## src/rtl/disc_irq_pkg.sv

```systemverilog
package disc_irq_pkg;
  localparam int unsigned DW       = 32;
  localparam int unsigned N_ST_SRC = 3;              // error, transfer done, break
  localparam int unsigned ST_W     = 1 + 2 * N_ST_SRC;
  localparam int unsigned CV_W     = 3;
  localparam int unsigned ST_STOP  = 0;
  localparam int unsigned CV_LID   = 0;
  localparam int unsigned CV_EN    = 1;
  localparam int unsigned CV_PEND  = 2;
endpackage

```

## src/rtl/disc_irq_status.sv

```systemverilog
module disc_irq_status
  import disc_irq_pkg::*;
(
  input  logic                clk_i,
  input  logic                rst_ni,
  input  logic                wr_i,
  input  logic [ST_W-1:0]     wdata_i,
  input  logic [N_ST_SRC-1:0] evt_i,
  output logic [ST_W-1:0]     stat_o,
  output logic [N_ST_SRC-1:0] pend_o,
  output logic [N_ST_SRC-1:0] en_o
);
  logic stop_q;

  always_ff @(posedge clk_i or negedge rst_ni) begin
    if (!rst_ni)   stop_q <= 1'b0;
    else if (wr_i) stop_q <= wdata_i[ST_STOP];
  end
  assign stat_o[ST_STOP] = stop_q;

  for (genvar s = 0; s < N_ST_SRC; s++) begin : g_src
    localparam int unsigned EB = 1 + 2 * s;
    localparam int unsigned PB = 2 + 2 * s;
    logic en_q, pend_q;

    always_ff @(posedge clk_i or negedge rst_ni) begin
      if (!rst_ni) begin
        en_q   <= 1'b0;
        pend_q <= 1'b0;
      end else begin
        if (wr_i) en_q <= wdata_i[EB];
        // event has priority over a same-cycle clear
        pend_q <= evt_i[s] | (pend_q & ~(wr_i & wdata_i[PB]));
      end
    end

    assign stat_o[EB] = en_q;
    assign stat_o[PB] = pend_q;
    assign pend_o[s]  = pend_q;
    assign en_o[s]    = en_q;
  end
endmodule

```

## src/rtl/disc_irq_cover.sv

```systemverilog
module disc_irq_cover
  import disc_irq_pkg::*;
(
  input  logic            clk_i,
  input  logic            rst_ni,
  input  logic            wr_i,
  input  logic [CV_W-1:0] wdata_i,
  input  logic            lid_i,
  output logic [CV_W-1:0] cov_o,
  output logic            primed_o
);
  logic lid_q, en_q, pend_q, primed_q;
  logic chg;

  assign chg = primed_q & (lid_i ^ lid_q);

  always_ff @(posedge clk_i or negedge rst_ni) begin
    if (!rst_ni) begin
      lid_q    <= 1'b0;
      en_q     <= 1'b0;
      pend_q   <= 1'b0;
      primed_q <= 1'b0;
    end else begin
      lid_q    <= lid_i;
      primed_q <= 1'b1;
      if (wr_i) en_q <= wdata_i[CV_EN];
      pend_q <= chg | (pend_q & ~(wr_i & wdata_i[CV_PEND]));
    end
  end

  assign cov_o[CV_LID]  = lid_q;
  assign cov_o[CV_EN]   = en_q;
  assign cov_o[CV_PEND] = pend_q;
  assign primed_o       = primed_q;

  logic unused_wbit;
  assign unused_wbit = wdata_i[CV_LID];
endmodule

```

## src/rtl/disc_irq_combine.sv

```systemverilog
module disc_irq_combine #(
  parameter int unsigned N = 4
) (
  input  logic         clk_i,
  input  logic         rst_ni,
  input  logic [N-1:0] pend_i,
  input  logic [N-1:0] en_i,
  output logic         irq_o
);
  logic irq_q;

  always_ff @(posedge clk_i or negedge rst_ni) begin
    if (!rst_ni) irq_q <= 1'b0;
    else         irq_q <= |(pend_i & en_i);
  end

  assign irq_o = irq_q;
endmodule

```

## src/rtl/disc_irq_regs.sv

```systemverilog
module disc_irq_regs
  import disc_irq_pkg::*;
#(
  parameter int unsigned        ADDR_W    = 8,
  parameter int unsigned        CFG_W     = 8,
  parameter logic [ADDR_W-1:0]  STAT_OFS  = 'h00,
  parameter logic [ADDR_W-1:0]  COVER_OFS = 'h04,
  parameter logic [ADDR_W-1:0]  CFG_OFS   = 'h24
) (
  input  logic              clk_i,
  input  logic              rst_ni,
  input  logic              wr_en_i,
  input  logic [ADDR_W-1:0] addr_i,
  input  logic [DW-1:0]     wdata_i,
  output logic [DW-1:0]     rdata_o,
  input  logic              lid_open_i,
  input  logic              err_evt_i,
  input  logic              xfer_evt_i,
  input  logic              brk_evt_i,
  output logic              irq_o
);
  localparam int unsigned N_SRC = N_ST_SRC + 1;

  logic                sel_st, sel_cv, sel_cfg;
  logic [ST_W-1:0]     stat_w;
  logic [CV_W-1:0]     cov_w;
  logic [N_ST_SRC-1:0] st_pend, st_en;
  logic                cov_primed;
  logic [CFG_W-1:0]    cfg_q;

  assign sel_st  = (addr_i == STAT_OFS);
  assign sel_cv  = (addr_i == COVER_OFS);
  assign sel_cfg = (addr_i == CFG_OFS);

  disc_irq_status u_status (
    .clk_i   (clk_i),
    .rst_ni  (rst_ni),
    .wr_i    (wr_en_i & sel_st),
    .wdata_i (wdata_i[ST_W-1:0]),
    .evt_i   ({brk_evt_i, xfer_evt_i, err_evt_i}),
    .stat_o  (stat_w),
    .pend_o  (st_pend),
    .en_o    (st_en)
  );

  disc_irq_cover u_cover (
    .clk_i    (clk_i),
    .rst_ni   (rst_ni),
    .wr_i     (wr_en_i & sel_cv),
    .wdata_i  (wdata_i[CV_W-1:0]),
    .lid_i    (lid_open_i),
    .cov_o    (cov_w),
    .primed_o (cov_primed)
  );

  disc_irq_combine #(.N(N_SRC)) u_combine (
    .clk_i  (clk_i),
    .rst_ni (rst_ni),
    .pend_i ({cov_w[CV_PEND], st_pend}),
    .en_i   ({cov_w[CV_EN],   st_en}),
    .irq_o  (irq_o)
  );

  always_ff @(posedge clk_i or negedge rst_ni) begin
    if (!rst_ni)                cfg_q <= '0;
    else if (wr_en_i & sel_cfg) cfg_q <= wdata_i[CFG_W-1:0];
  end

  always_comb begin
    rdata_o = '0;
    if (sel_st)       rdata_o[ST_W-1:0]  = stat_w;
    else if (sel_cv)  rdata_o[CV_W-1:0]  = cov_w;
    else if (sel_cfg) rdata_o[CFG_W-1:0] = cfg_q;
  end

  logic unused_wdata;
  assign unused_wdata = ^wdata_i[DW-1:CFG_W];
endmodule

```

## config.mk

```make
export PLATFORM = sky130hd
export DESIGN_NAME = disc_irq_regs
export DESIGN_NICKNAME = d
export VERILOG_FILES = /design/src/rtl/disc_irq_pkg.sv /design/src/rtl/disc_irq_status.sv /design/src/rtl/disc_irq_cover.sv /design/src/rtl/disc_irq_combine.sv /design/src/rtl/disc_irq_regs.sv
export SDC_FILE = /design/constraint.sdc
export NUM_CORES = 1
export LEC_CHECK = 0
export ABC_AREA = 1
export BUFFER_PORTS_ARGS = -buffer_cell sky130_fd_sc_hd__buf_2
export CORE_MARGIN = 2
export CORE_UTILIZATION = 45
export DETAILED_ROUTE_END_ITERATION = 8
export PLACE_DENSITY_LB_ADDON = 0.3
export SYNTH_ARGS = -nofsm -noshare
export SYNTH_HDL_FRONTEND = slang
export SYNTH_SLANG_ARGS = --single-unit
```

## constraint.sdc

```tcl
create_clock -name clk_i -period 2.55 [get_ports clk_i]
set_input_delay 0.3825 -clock clk_i [delete_from_list [all_inputs] [get_ports clk_i]]
set_output_delay 0.3825 -clock clk_i [all_outputs]
set_load 0.02 [all_outputs]
```

After elaboration in Yosys (flattened, before gate mapping)
Cells that the tools add are included.

Flip-flop bits (word level): 20. Input bits: 47. Output and inout port bits: 33. Word-level logic and storage cells: 44.

Eq/ne operators: 2. Multiplexer cells: 5. Bitwise operators: 22. Reduce and logical (&&, ||, !) cells: 2.

Operator list (count): AND 1 bit (12); == test 8 x 3 -> 1 bit (second input constant) (1); == test 8 x 6 -> 1 bit (second input constant) (1); logical NOT 8 bit (1); 2-to-1 mux 8 bit (1); 2-to-1 mux 7 bit (1); 2-to-1 mux 5 bit (1); AND 4 bit (1); NOT 1 bit (4); bitwise OR 1 bit (4); OR reduction 4 bit (1); 2-to-1 mux 3 bit (1); 2-to-1 mux 1 bit (1); bitwise XOR 1 bit (1).

Logic depth before layout (Yosys ltp)
Depth in word-level cells: 6. Mapped depth: 8. Mapped depth without buffers: 7.

Hierarchy
Synthesis repeated with hierarchy kept, for this count alone.

Cell total of the unflattened synthesis: 184. Area, all modules: 1377.6 sq um.

Modules (own cells, without submodules): disc_irq_regs (times used 1, cells each 110, area each 764.5 sq um, seq. area each 200.2 sq um); disc_irq_status (times used 1, cells each 45, area each 384.1 sq um, seq. area each 175.2 sq um); disc_irq_cover (times used 1, cells each 19, area each 170.2 sq um, seq. area each 100.1 sq um); disc_irq_combine (times used 1, cells each 10, area each 58.8 sq um, seq. area each 25.0 sq um).

Least setup slack after synthesis
OpenSTA, ideal clock, no wires.

Kind: input to output. Start point: input addr_i[4]. End point: output rdata_o[0]. Arrival: 1050 ps. Data required time: 2168 ps. Setup slack: 1117 ps. Stages on the path: 6. Path buffers: 1. Cell sequence: nor2_1 > nand2_1 > nor2_1 > buf_4 > nand2_1 > nand3_1.

Cells in the longest elaborated chain, start to end: 4. Elaborated cells on any way between the ends: 6. Those cells by class: 2 x eq/ne; 3 x mux; 1 x reduce/logical.

RTL lines: start, declared (line disc_irq_regs.sv:13) `input logic [ADDR_W-1:0] addr_i,`; == test 8 x 6 -> 1 bit (line disc_irq_regs.sv:33) `assign sel_cfg = (addr_i == CFG_OFS);`; 2-to-1 mux 8 bit (line disc_irq_regs.sv:73) `else if (sel_cfg) rdata_o[CFG_W-1:0] = cfg_q;`; 2-to-1 mux 3 bit (line disc_irq_regs.sv:72) `else if (sel_cv) rdata_o[CV_W-1:0] = cov_w;`; 2-to-1 mux 7 bit (*) (line disc_irq_regs.sv:71) `if (sel_st) rdata_o[ST_W-1:0] = stat_w;`; end, declared (line disc_irq_regs.sv:15) `output logic [DW-1:0] rdata_o,`.

Mark *: on every way between the ends. The rest lies on a longest branch, timed or not.

Worst setup path after layout
Start point: input addr_i[4]. End point: output rdata_o[1].

Same word-level chain as after synthesis.

==> impl_metrics.ini <==
[grt]
grt-ovfl-total = 0
grt_pass1_wl_um = 3610
antenna_found_initial = 0
first_global_vias = 843
grt_max_degree = 21
grt_usage = 0.146

[cells_and_area]
final_nets = 232
diodes = 0
fillers = 250
syn_to_final_growth_pct = 10.2
drive_above_1_share = 0.310

[synthesis]
synthesis.area_mm2 = 0.00122
ys_warn_count = 0
ys_seq_elements = 20
synthFlopType = dfrtp_1
synthArstFlopShare = 1.00
synthCells = 151
yosysSeqAreaShare = 0.410
ys_types = 19
synth-edff-count = 0
syn_avg_cell_area_um2 = 8.08

[power]
leakage_uw = 0.000776
p_clk_frac = 0.293
p_switching_uw = 174
comb_power_share = 0.161
sw_frac_of_total = 0.281
ir_worst_vdd_v = 0.000460
p_per_area_mw_per_mm2 = 461
finalPower_uw = 620
p_int_uw = 446
seqPwrFrac = 0.546

[routing]
drc = 0
drtAntennaViolNets = 0
vias = 961
wl_um = 2190
drtIter0Drc = 29
viasPerCell = 4.49
dr.pass1.iters = 4
wl_per_cell_um = 10.2

[sta]
fin_crit_sh = 0.658
setup_tns_ns = 0
setup_viol = 0
max_freq_mhz = 596
finalHoldViolCount = 0
rsz0062_at_grt = no
maxSlewViolCount = 0
fin_worst_skew_ns = 0.00134
min_period_ns = 1.68

[cts]
ctsResizeCount = 0
cts-buffers-inserted = 3
postCtsSetupRepairBufs = 0
htree_levels = 1
cts_tree = built
cts-root-buf = clkbuf_4
clockBufferDepth = 2
clk_latency_ns = 0.30
holdBufCountCts = 0
cts.sinks = 20
clk_pin_slew_ns = 0.11

[worst_setup_path]
worstPathRequired_ns = 2.17
critPathMaxFanout = 11
worst_setup_path_start_kind = input port
cp_data_arrival_time_ns = 1.30
cp-end-kind = output pin
critPathKind = input port to output pin

[flow_run]
drv_cap = 0

[min_path]
worstHoldPathType = input port to asynchronous set/reset pin

[die]
core_mm2 = 0.00252
die_area_mm2 = 0.00314
die_x_um = 56.1
io_pins = 80
row_count = 18
initial_utilization = 0.484
die_height_um = 56.1

[outcome]
status = finished clean

[placed_design]
hpwl_um = 1680
gp_congestion = 0.840
io_buffer_count = 31
## cells in the mapped netlist, types with 2 or more instances
library cell | count | share of area
buf_4 | 25 | 0.15
nor2_2 | 3 | 0.015
nor2_1 | 4 | 0.012
nand2_2 | 5 | 0.026
nand3_1 | 15 | 0.062
inv_1 | 15 | 0.046
conb_1 | 2 | 0.0062
dfrtp_1 | 20 | 0.41
o21ai_2 | 8 | 0.057
o21ai_1 | 4 | 0.016
nand2_1 | 42 | 0.13
## final cells by class
class                   count  area, um2  share of cell area
clock buffers               4       36.3              0.0270
inverters                  16       62.6              0.0466
multi-input cells         112        544               0.405
flip-flops and latches     20        500               0.372
well taps                  30       37.5              0.0279
repair buffers             32        163               0.121
## power by group through the flow
stage / registers [uW] / logic (uW) / clock network [uW]
floorplan: 347 / 90.9 / 0
global placement: 344 / 98.1 / 0
detailed placement: 345 / 99.8 / 0
CTS: 339 / 100 / 189
global route: 341 / 111 / 203
finish: 339 / 99.6 / 182
## metal layers
metal,vias up,share of wire,track usage
li1,484,-,-
met1,430,0.45,0.186
met2,43,0.47,0.244
met3,4,0.071,0.0233
met4,0,0.0096,0.0612
met5,-,0,0
## path summary, 6_finish.rpt
path / startpoint / end / slack [ns] / cells past startpoint
worst min-delay path: rst_ni / u_cover.pend_q / 0.01 / 1
min in group clk_i: lid_open_i / u_cover.lid_q / 0.20 / 1
worst min register to register: cfg_q[7] / cfg_q[7] / 0.49 / 2
worst max-delay path: addr_i[4] / rdata_o[1] / 0.87 / 8
worst max register to register: u_cover.lid_q / u_cover.pend_q / 1.64 / 3
max in group asynchronous: rst_ni / cfg_q[7] / 2.23 / 1
## worst max-delay path: stages
cell and delay, ns:
buf_2 0.10, nor2_1 0.10, nand2_1 0.09, nor2_1 0.12, buf_4 0.19, nand2_1 0.07
nand3_1 0.08, buf_2 0.17
## sequential cells by signal, indices dropped and copies added, names as in the netlist
register	count
u_cover.pend_q	1
u_status.g_src.pend_q	3
cfg_q	8
u_status.stop_q	1
u_cover.en_q	1
u_cover.lid_q	1
u_cover.primed_o	1
u_status.g_src.en_q	3
u_combine.irq_o	1
## cell usage in the layout (no fill, tap or decap)
master | netlist | final
inv_4 | 1 | 1
clkbuf_4 | 0 | 3
nand3_1 | 15 | 15
or2_2 | 1 | 1
nand4_1 | 1 | 1
o21ai_0 | 1 | 1
and3_2 | 1 | 1
buf_4 | 25 | 1
nand2_1 | 42 | 42
inv_1 | 15 | 15
clkbuf_8 | 0 | 1
o21ai_1 | 4 | 4
conb_1 | 2 | 25
nor2_8 | 1 | 1
buf_2 | 0 | 31
nand2_2 | 5 | 5
o21ai_2 | 8 | 8
nor2_1 | 4 | 4
nand3_4 | 1 | 1
nor2_2 | 3 | 3
dfrtp_1 | 20 | 20
## kinds of logic (layout without fill, tap and decap cells)
kind of cell           count (synthesis)  after routing  share of synthesized area
AND/OR/NAND/NOR                       74             74                      0.291
buffers and inverters                 42             52                      0.214
AO/OA/AOI/OAI                         13             13                     0.0779
other                                  2             25                    0.00616
flip-flops                            20             20                      0.410
## metrics by stage
| step | util | cell area (um2) | setup slack [ns] | hold WS, ns | std cells |
|---|---|---|---|---|---|
| after floorplan | - | 1310 | 1.12 | 0.0869 | 174 |
| after global placement | 0.518 | 1310 | 0.903 | 0.342 | 210 |
| after detailed placement | 0.518 | 1310 | 0.890 | 0.354 | 210 |
| after CTS | 0.533 | 1340 | 0.873 | 0.0135 | 214 |
| after global routing | 0.533 | 1340 | 0.772 | 0.0190 | 214 |
| final | 0.533 | 1340 | 0.871 | 0.0117 | 214 |
(Power assumes the default switching activity.)
